`config.mk`:
```
export PLATFORM = sky130hd
export DESIGN_NAME = inband_req_arbiter
export DESIGN_NICKNAME = d
export VERILOG_FILES = /design/src/rtl/inband_req_arbiter.sv
export SDC_FILE = /design/constraint.sdc
export NUM_CORES = 1
export LEC_CHECK = 0
export CAP_MARGIN = 5
export CORE_UTILIZATION = 45
export DETAILED_ROUTE_END_ITERATION = 12
export PLACE_DENSITY = 0.67
export SLEW_MARGIN = 20
export SYNTH_ARGS = -nofsm -noshare
export SYNTH_HDL_FRONTEND = slang
export SYNTH_SLANG_ARGS = --single-unit
```
`constraint.sdc`:
```
create_clock -name clk -period 1.8 [get_ports clk]
set_input_delay 0.36 -clock clk [delete_from_list [all_inputs] [get_ports clk]]
set_output_delay 0.36 -clock clk [all_outputs]
set_load 0.01 [all_outputs]
```
`src/rtl/inband_req_arbiter.sv`:
```
module inband_req_arbiter #(
  parameter int ADDR_W      = 7,
  parameter int SYNC_STAGES = 2
) (
  input  logic              clk,
  input  logic              rst_n,
  input  logic              scl_in,
  input  logic              sda_in,
  input  logic              req,
  input  logic [ADDR_W-1:0] own_addr,
  output logic              sda_oe,
  output logic              won,
  output logic              lost,
  output logic              busy
);

  localparam int IDX_W = (ADDR_W > 1) ? $clog2(ADDR_W) : 1;
  localparam logic [IDX_W-1:0] TOP_BIT = IDX_W'(ADDR_W - 1);

  typedef enum logic [2:0] {
    S_IDLE, S_START, S_ARB, S_LAST, S_DONE, S_BACK
  } st_t;

  st_t                    st;
  logic [SYNC_STAGES-1:0] scl_sh, sda_sh;
  logic                   scl_q, sda_q;
  logic                   bus_free;
  logic [ADDR_W-1:0]      addr_q;
  logic [IDX_W-1:0]       idx;

  logic scl_s, sda_s, scl_rise, scl_fall, start_det, stop_det, drv_bit;

  assign scl_s     = scl_sh[SYNC_STAGES-1];
  assign sda_s     = sda_sh[SYNC_STAGES-1];
  assign scl_rise  =  scl_s & ~scl_q;
  assign scl_fall  = ~scl_s &  scl_q;
  assign start_det =  scl_s &  scl_q &  sda_q & ~sda_s;
  assign stop_det  =  scl_s &  scl_q & ~sda_q &  sda_s;
  assign drv_bit   = (st == S_ARB) || (st == S_LAST);

  assign sda_oe = (st == S_START) | (drv_bit & ~addr_q[idx]);
  assign busy   = (st != S_IDLE);

  always_ff @(posedge clk or negedge rst_n) begin
    if (!rst_n) begin
      scl_sh <= '1;
      sda_sh <= '1;
      scl_q  <= 1'b1;
      sda_q  <= 1'b1;
    end else begin
      scl_sh <= {scl_sh[SYNC_STAGES-2:0], scl_in};
      sda_sh <= {sda_sh[SYNC_STAGES-2:0], sda_in};
      scl_q  <= scl_s;
      sda_q  <= sda_s;
    end
  end

  always_ff @(posedge clk or negedge rst_n) begin
    if (!rst_n) begin
      st       <= S_IDLE;
      bus_free <= 1'b1;
      addr_q   <= '0;
      idx      <= TOP_BIT;
      won      <= 1'b0;
      lost     <= 1'b0;
    end else begin
      won  <= 1'b0;
      lost <= 1'b0;
      if (stop_det)       bus_free <= 1'b1;
      else if (start_det) bus_free <= 1'b0;

      case (st)
        S_IDLE:
          if (req && bus_free && scl_s && sda_s) begin
            st     <= S_START;
            addr_q <= own_addr;
            idx    <= TOP_BIT;
          end
        S_START:
          if (stop_det)      st <= S_IDLE;
          else if (scl_fall) st <= S_ARB;
        S_ARB:
          if (stop_det) st <= S_IDLE;
          else if (scl_rise) begin
            if (addr_q[idx] && !sda_s) begin
              st   <= S_BACK;
              lost <= 1'b1;
            end else if (idx == '0) begin
              st <= S_LAST;
            end
          end else if (scl_fall) begin
            idx <= idx - 1'b1;
          end
        S_LAST:
          if (stop_det) st <= S_IDLE;
          else if (scl_fall) begin
            st  <= S_DONE;
            won <= 1'b1;
          end
        S_DONE, S_BACK:
          if (stop_det) st <= S_IDLE;
        default: st <= S_IDLE;
      endcase
    end
  end

endmodule

```
# ---- Word level (Yosys, flattened, before mapping)
# Index checks and enable logic that the tools add are counted.
dict set report classes {
  add_sub_neg 1
  magnitude_cmp 1
  eq_ne 14
  n_mux 27
  bitwise_logic 14
  reduce_logical 15
}
# operator count
set op_table {}
lappend op_table {{$mux W3} 14}
lappend op_table {{$pmux W3 S5} 1}
lappend op_table {{$mux W1} 10}
lappend op_table {{$ne A2 B2 Y1 const B} 5}
lappend op_table {{$ne A3 B3 Y1 const B} 3}
lappend op_table {{$and A1 B1 Y1} 8}
lappend op_table {{$eq A3 B2 Y1 const B} 2}
lappend op_table {{$eq A3 B3 Y1 const B} 2}
lappend op_table {{$logic_not A3 Y1} 2}
lappend op_table {{$pmux W3 S2} 1}
lappend op_table {{$reduce_and A6 Y1} 1}
lappend op_table {{$not A1 Y1} 5}
lappend op_table {{$reduce_and A5 Y1} 1}
lappend op_table {{$logic_and A1 B1 Y1} 4}
lappend op_table {{$lt A3 B4 Y1 const B} 1}
lappend op_table {{$ne A4 B2 Y1 const B} 1}
lappend op_table {{$reduce_bool A2 Y1} 2}
lappend op_table {{$bmux W1 S3} 1}
lappend op_table {{$eq A3 B1 Y1 const B} 1}
lappend op_table {{$reduce_bool A3 Y1} 1}
lappend op_table {{$sub A3 B1 Y3 const B} 1}
lappend op_table {{$reduce_and A2 Y1} 1}
lappend op_table {{$reduce_or A2 Y1} 1}
lappend op_table {{$logic_not A1 Y1} 1}
lappend op_table {{2 further kinds} 2}
dict set report totals {
  register_bits 22
  input_bits 12
}

# ---- Logic depth before layout (Yosys ltp)
dict set report depth {
  ltp_word 7
  depth_mapped 6
}

# ---- Least setup slack after synthesis
# No wires, ideal clock.
dict set report synth_timing {
  kind {reg-to-reg}
  startpoint {reg idx[2]}
  endpoint {reg st[0]}
  setup_ns 0.125
  arrival_time_ns 1.608
  required_ns 1.675
  setup_slack_ns 0.067
  path_stages_with_launch 6
  synth_period_minus_slack_ns 1.733
  path_cell_list {dfstp_2 > mux2i_1 > nor2_1 > o211a_1 > o41ai_2 > mux2_4}
}
dict set report synth_between {
  elab_chain_cells 7
  word_cells_on_any_way 10
  cone_classes {eq/ne (1); mux (6); reduce/logical (3)}
}
# item line_no
set synth_rtl {}
lappend synth_rtl {{start, declared} 29} ;# logic [IDX_W-1:0] idx;
lappend synth_rtl {{start signal, assigned} 92} ;# idx <= idx - 1'b1;
lappend synth_rtl {{$bmux W1 S3} 85} ;# if (addr_q[idx] && !sda_s) begin
lappend synth_rtl {{$mux W1 (not written as such)} 85}
lappend synth_rtl {{$logic_and A1 B1 Y1} 85}
lappend synth_rtl {{$mux W3} 85}
lappend synth_rtl {{$mux W3} 84} ;# else if (scl_rise) begin
lappend synth_rtl {{$mux W3} 83} ;# if (stop_det) st <= S_IDLE;
lappend synth_rtl {{$pmux W3 S5} 72} ;# case (st)
lappend synth_rtl {{end signal, assigned} 75} ;# st <= S_START;
lappend synth_rtl {{end signal, assigned} 83}
lappend synth_rtl {{end signal, assigned} 86} ;# st <= S_BACK;
lappend synth_rtl {{end, declared} 24} ;# st_t st;
# Several ways; a longest one is shown, not always the timed one. The select of a mux whose other input is x is not followed.
# A chain may end at the register's enable or synchronous reset.

# ---- Worst setup path after layout
dict set report layout_timing {
  startpoint {reg idx[2]}
  endpoint {out sda_oe}
}
dict set report layout_between {
  elab_chain_cells 5
}
# item line_no
set layout_rtl {}
lappend layout_rtl {{$bmux W1 S3} 41} ;# assign sda_oe = (st == S_START) | (drv_bit & ~addr_q[idx]);
lappend layout_rtl {{$mux W1 (not written as such)} 41}
lappend layout_rtl {{$not A1 Y1} 41}
lappend layout_rtl {{$and A1 B1 Y1} 41}
lappend layout_rtl {{$or A1 B1 Y1} 41}
lappend layout_rtl {{end, declared} 11} ;# output logic sda_oe,
# Every way passes these cells. The select of a mux whose other input is x is not followed.

==> metrics.md <==
| Metric | Value |
|---|---|
| Status | finished, violations left |
| Failing checks | negative setup slack |
| Most area-consuming cells after synthesis | dfrtp_1 30%, dfstp_2 22%, mux2_2 7.3%, o21ai_0 3.2%, mux2i_1 2.8% |
| Remaining DRCs | 0 |
| Leak | 0.651 nW |
| Number of buffers created by CTS | 3 |
| Worst IR drop on VDD | 0.000768 V |
| Cts-stage hold buffer count | 0 |
| Syn avg cell area | 11.3 µm² |
| Row count | 17 |
| Synth warn | 0 |
| Setup TNS | -0.489 ns |
| Relative slew slack | 76.4% |
| Final Hold Viols | 0 |
| Port Buf Inserts | 15 |
| Commonest cells post-synth | 13 x dfrtp_1, 9 x dfstp_2, 8 x nor2_1 |
| Wire length after detailed routing | 2.20 mm |
| Vias in the first global route | 859 |
| Crit end category | output pin |
| Critical path fanouts, max | 4 |
| Design Power | 2.05 mW |
| Post-synth EDFFs | 0 |
| Synth Flop Type | dfrtp_1 |
| Die height | 51.1 µm |
| Worst R2R Setup Slack | -0.17 ns |
| FMAX | 0.491 GHz |
| Worst Skew | 0.00629 ns |
| Core Region | 2230 µm² |
| Antenna-violating nets left | 0 |
| Netlist Area Pre-Place | 1090 µm² |
| Vias per inst | 5.27 |
| CP startpoint kind | flop |
| Top cell type's share of synthesized area | 30.0% |
| GR Overflow Total | 0 |
| First DRT Iteration DRCs | 6 |
| Setup violators final | 4 |
| Vias | 849 |
| Worst EP required | 1.44 ns |
| Tightest Pin Transition | 0.351 ns |
| Worst path slowest cell | dfstp_2 |
| Final min period | 2.04 ns |
| R2R depth | 5 |
| Avg WL per Cell | 13.7 µm |
| Seq/Total Area, Yosys | 51.7% |
| GRT met3 Usage | 3.57% |
| Gr usage total | 19.8% |
| Detail Placement HPWL | 1.63 mm |
| P per Cell Area | 1400 nW/µm² |
| Clk Latency, worst-skew pair | 0.30 ns |
| Num Clock Sinks | 22 |
| RSZ-0062 raised after global routing | yes |
| Gpl congestion | 0.789 |
| N_diodes | 0 |
| Asr flop ratio synth | 100% |
| Clock root cell | clkbuf_4 |
| Largest family of logic cells by synthesized area | simple AND/OR/NAND/NOR gates |
| CTS tree | done |
| Cell taking the most area after synthesis | dfrtp_1 |
| Arr. time, crit path | 1.68 ns |
| Initial antenna violation count | 0 |
| Die width | 51.1 µm |
| Initial Util | 48.6% |
| Count of different cell masters after synthesis | 37 |
| CP most frequent cell | nor2_1 |
| Max-slew violations | 0 |
| Final WS setup | -0.235 ns |
| First-pass GRT wire length | 3.72 mm |
| Synth Area in Compound Gates | 15.1% |
| Crit path buffers/inverters | 1 |
| Hold Crit Class | in2async |
| Xor/xnor share of the synthesized area | 0% |
| DRT Pass-1 Iters | 4 |
| Yosys reg bits | 22 |
| Reg clk slew, reported paths | 0.12 ns |
| Max-cap viol count | 0 |
| Crit-path cells | mux2i_1, nor2_1, o21ai_2, nor2_1, nor3_1, buf_2 |
| CP Class | reg2out |
| Post-synthesis mux area share | 11.4% |
| Fillers | 181 |
| H-tree Lvls | 1 |
| Final period util | 113% |
| Clock buffer depth | 2 |
| Post-Synthesis Cells | 96 |
| Most used routing layer | met2 |
| Nets | 148 |
| Syn nets | 110 |
| Met2 Resource Use GR | 34.6% |
| Post-synthesis adder-cell area fraction | 2.30% |
| Layout cells sized above 1 | 39.1% |
| Die Area | 2610 µm² |
| Stages on the worst setup path | 6 |
| Post-Synth Simple-Gate Area | 17.1% |
| Fin Hold WS | 0.367 ns |
| Largest stage delay on the critical path | 0.57 ns |
| Largest net degree at the start of global routing | 23 |
| Top cell family by delay on the critical path | flip-flops |
| Most common cell in the netlist | dfrtp_1 |
| Met1 Use GR | 23.7% |
| Layout area overhead | 34.8% |
| IO Count | 16 |
==> state kept, by name, summed over array words and instances (netlist names) <==
name	count
scl_q	1
st	3
won	1
addr_q	7
lost	1
sda_sh	2
scl_sh	2
sda_q	1
idx	3
bus_free	1
==> worst paths after layout <==
path,endpoint,from
setup / recovery,sda_oe,idx[2]
hold / removal,st[0],rst_n
setup reg to reg,st[0],idx[2]
hold reg to reg,sda_sh[1],sda_sh[0]
max in group asynchronous,idx[1],rst_n
min in group clk,sda_sh[1],sda_sh[0]
==> repair_timing <==
action	CTS	global route
pin swaps	1	3
gates resized for setup	10	3
hold endpoints to repair	0	0
buffers inserted	1	2
endpoints found under the setup margin	3	4
==> metal layers <==
| metal | part of all wire [%] | routed length (µm) |
|---|---|---|
| met5 | 0 | 0 |
| met4 | 1.4 | 31 |
| met2 | 50 | 1110 |
| met3 | 3.0 | 67 |
| met1 | 45 | 991 |
==> metrics by stage <==
step	cells	util [%]	setup slack, ns	area [µm²]
global route	161	65.5	-0.336	1460
global placement	154	62.0	-0.266	1380
detailed placement	154	62.0	-0.301	1380
CTS	159	64.5	-0.224	1440
finish	161	65.5	-0.235	1460
floorplan	96	-	0.0673	1090
==> logic make-up after synthesis <==
| family | after synthesis |
|---|---|
| and+or+nand+nor | 34 |
| adders and majority gates | 2 |
| muxes | 11 |
| buffers and inverters | 6 |
| AOI/OAI and AO/OA | 21 |
| DFF | 22 |
==> layout by cell type, fill, tap and decap left out, drive strengths merged, types with 2 or more instances in the layout <==
cell type,synthesis,final
ha,2,2
clkbuf,0,4
mux2,8,8
nand2,6,6
dfrtp,13,13
nor2,9,9
nand3,2,2
nand2b,3,3
mux2i,3,3
nor2b,3,3
inv,5,5
nor3,3,3
dfstp,9,9
o21ai,8,8
a31oi,2,2
o22ai,2,2
and2b,2,2
clkdlybuf4s50,0,13
buf,1,20
==> layout make-up <==
cell class,instances,area (µm²),area share (%)
clock buffer,4,36.3,2.48
tap,28,35.0,2.39
sequential,22,564,38.5
timing repair buffer,34,290,19.8
multi-input combinational,68,519,35.5
inverter,5,18.8,1.28
==> power by group <==
| part | total, mW | internal [mW] | switching, mW |
|---|---|---|---|
| clock network | 0.266 | 0.123 | 0.142 |
| registers | 0.771 | 0.657 | 0.114 |
| logic | 1.01 | 0.560 | 0.455 |
| total | 2.05 | 1.34 | 0.710 |
Power figures use the tool's default switching activity.
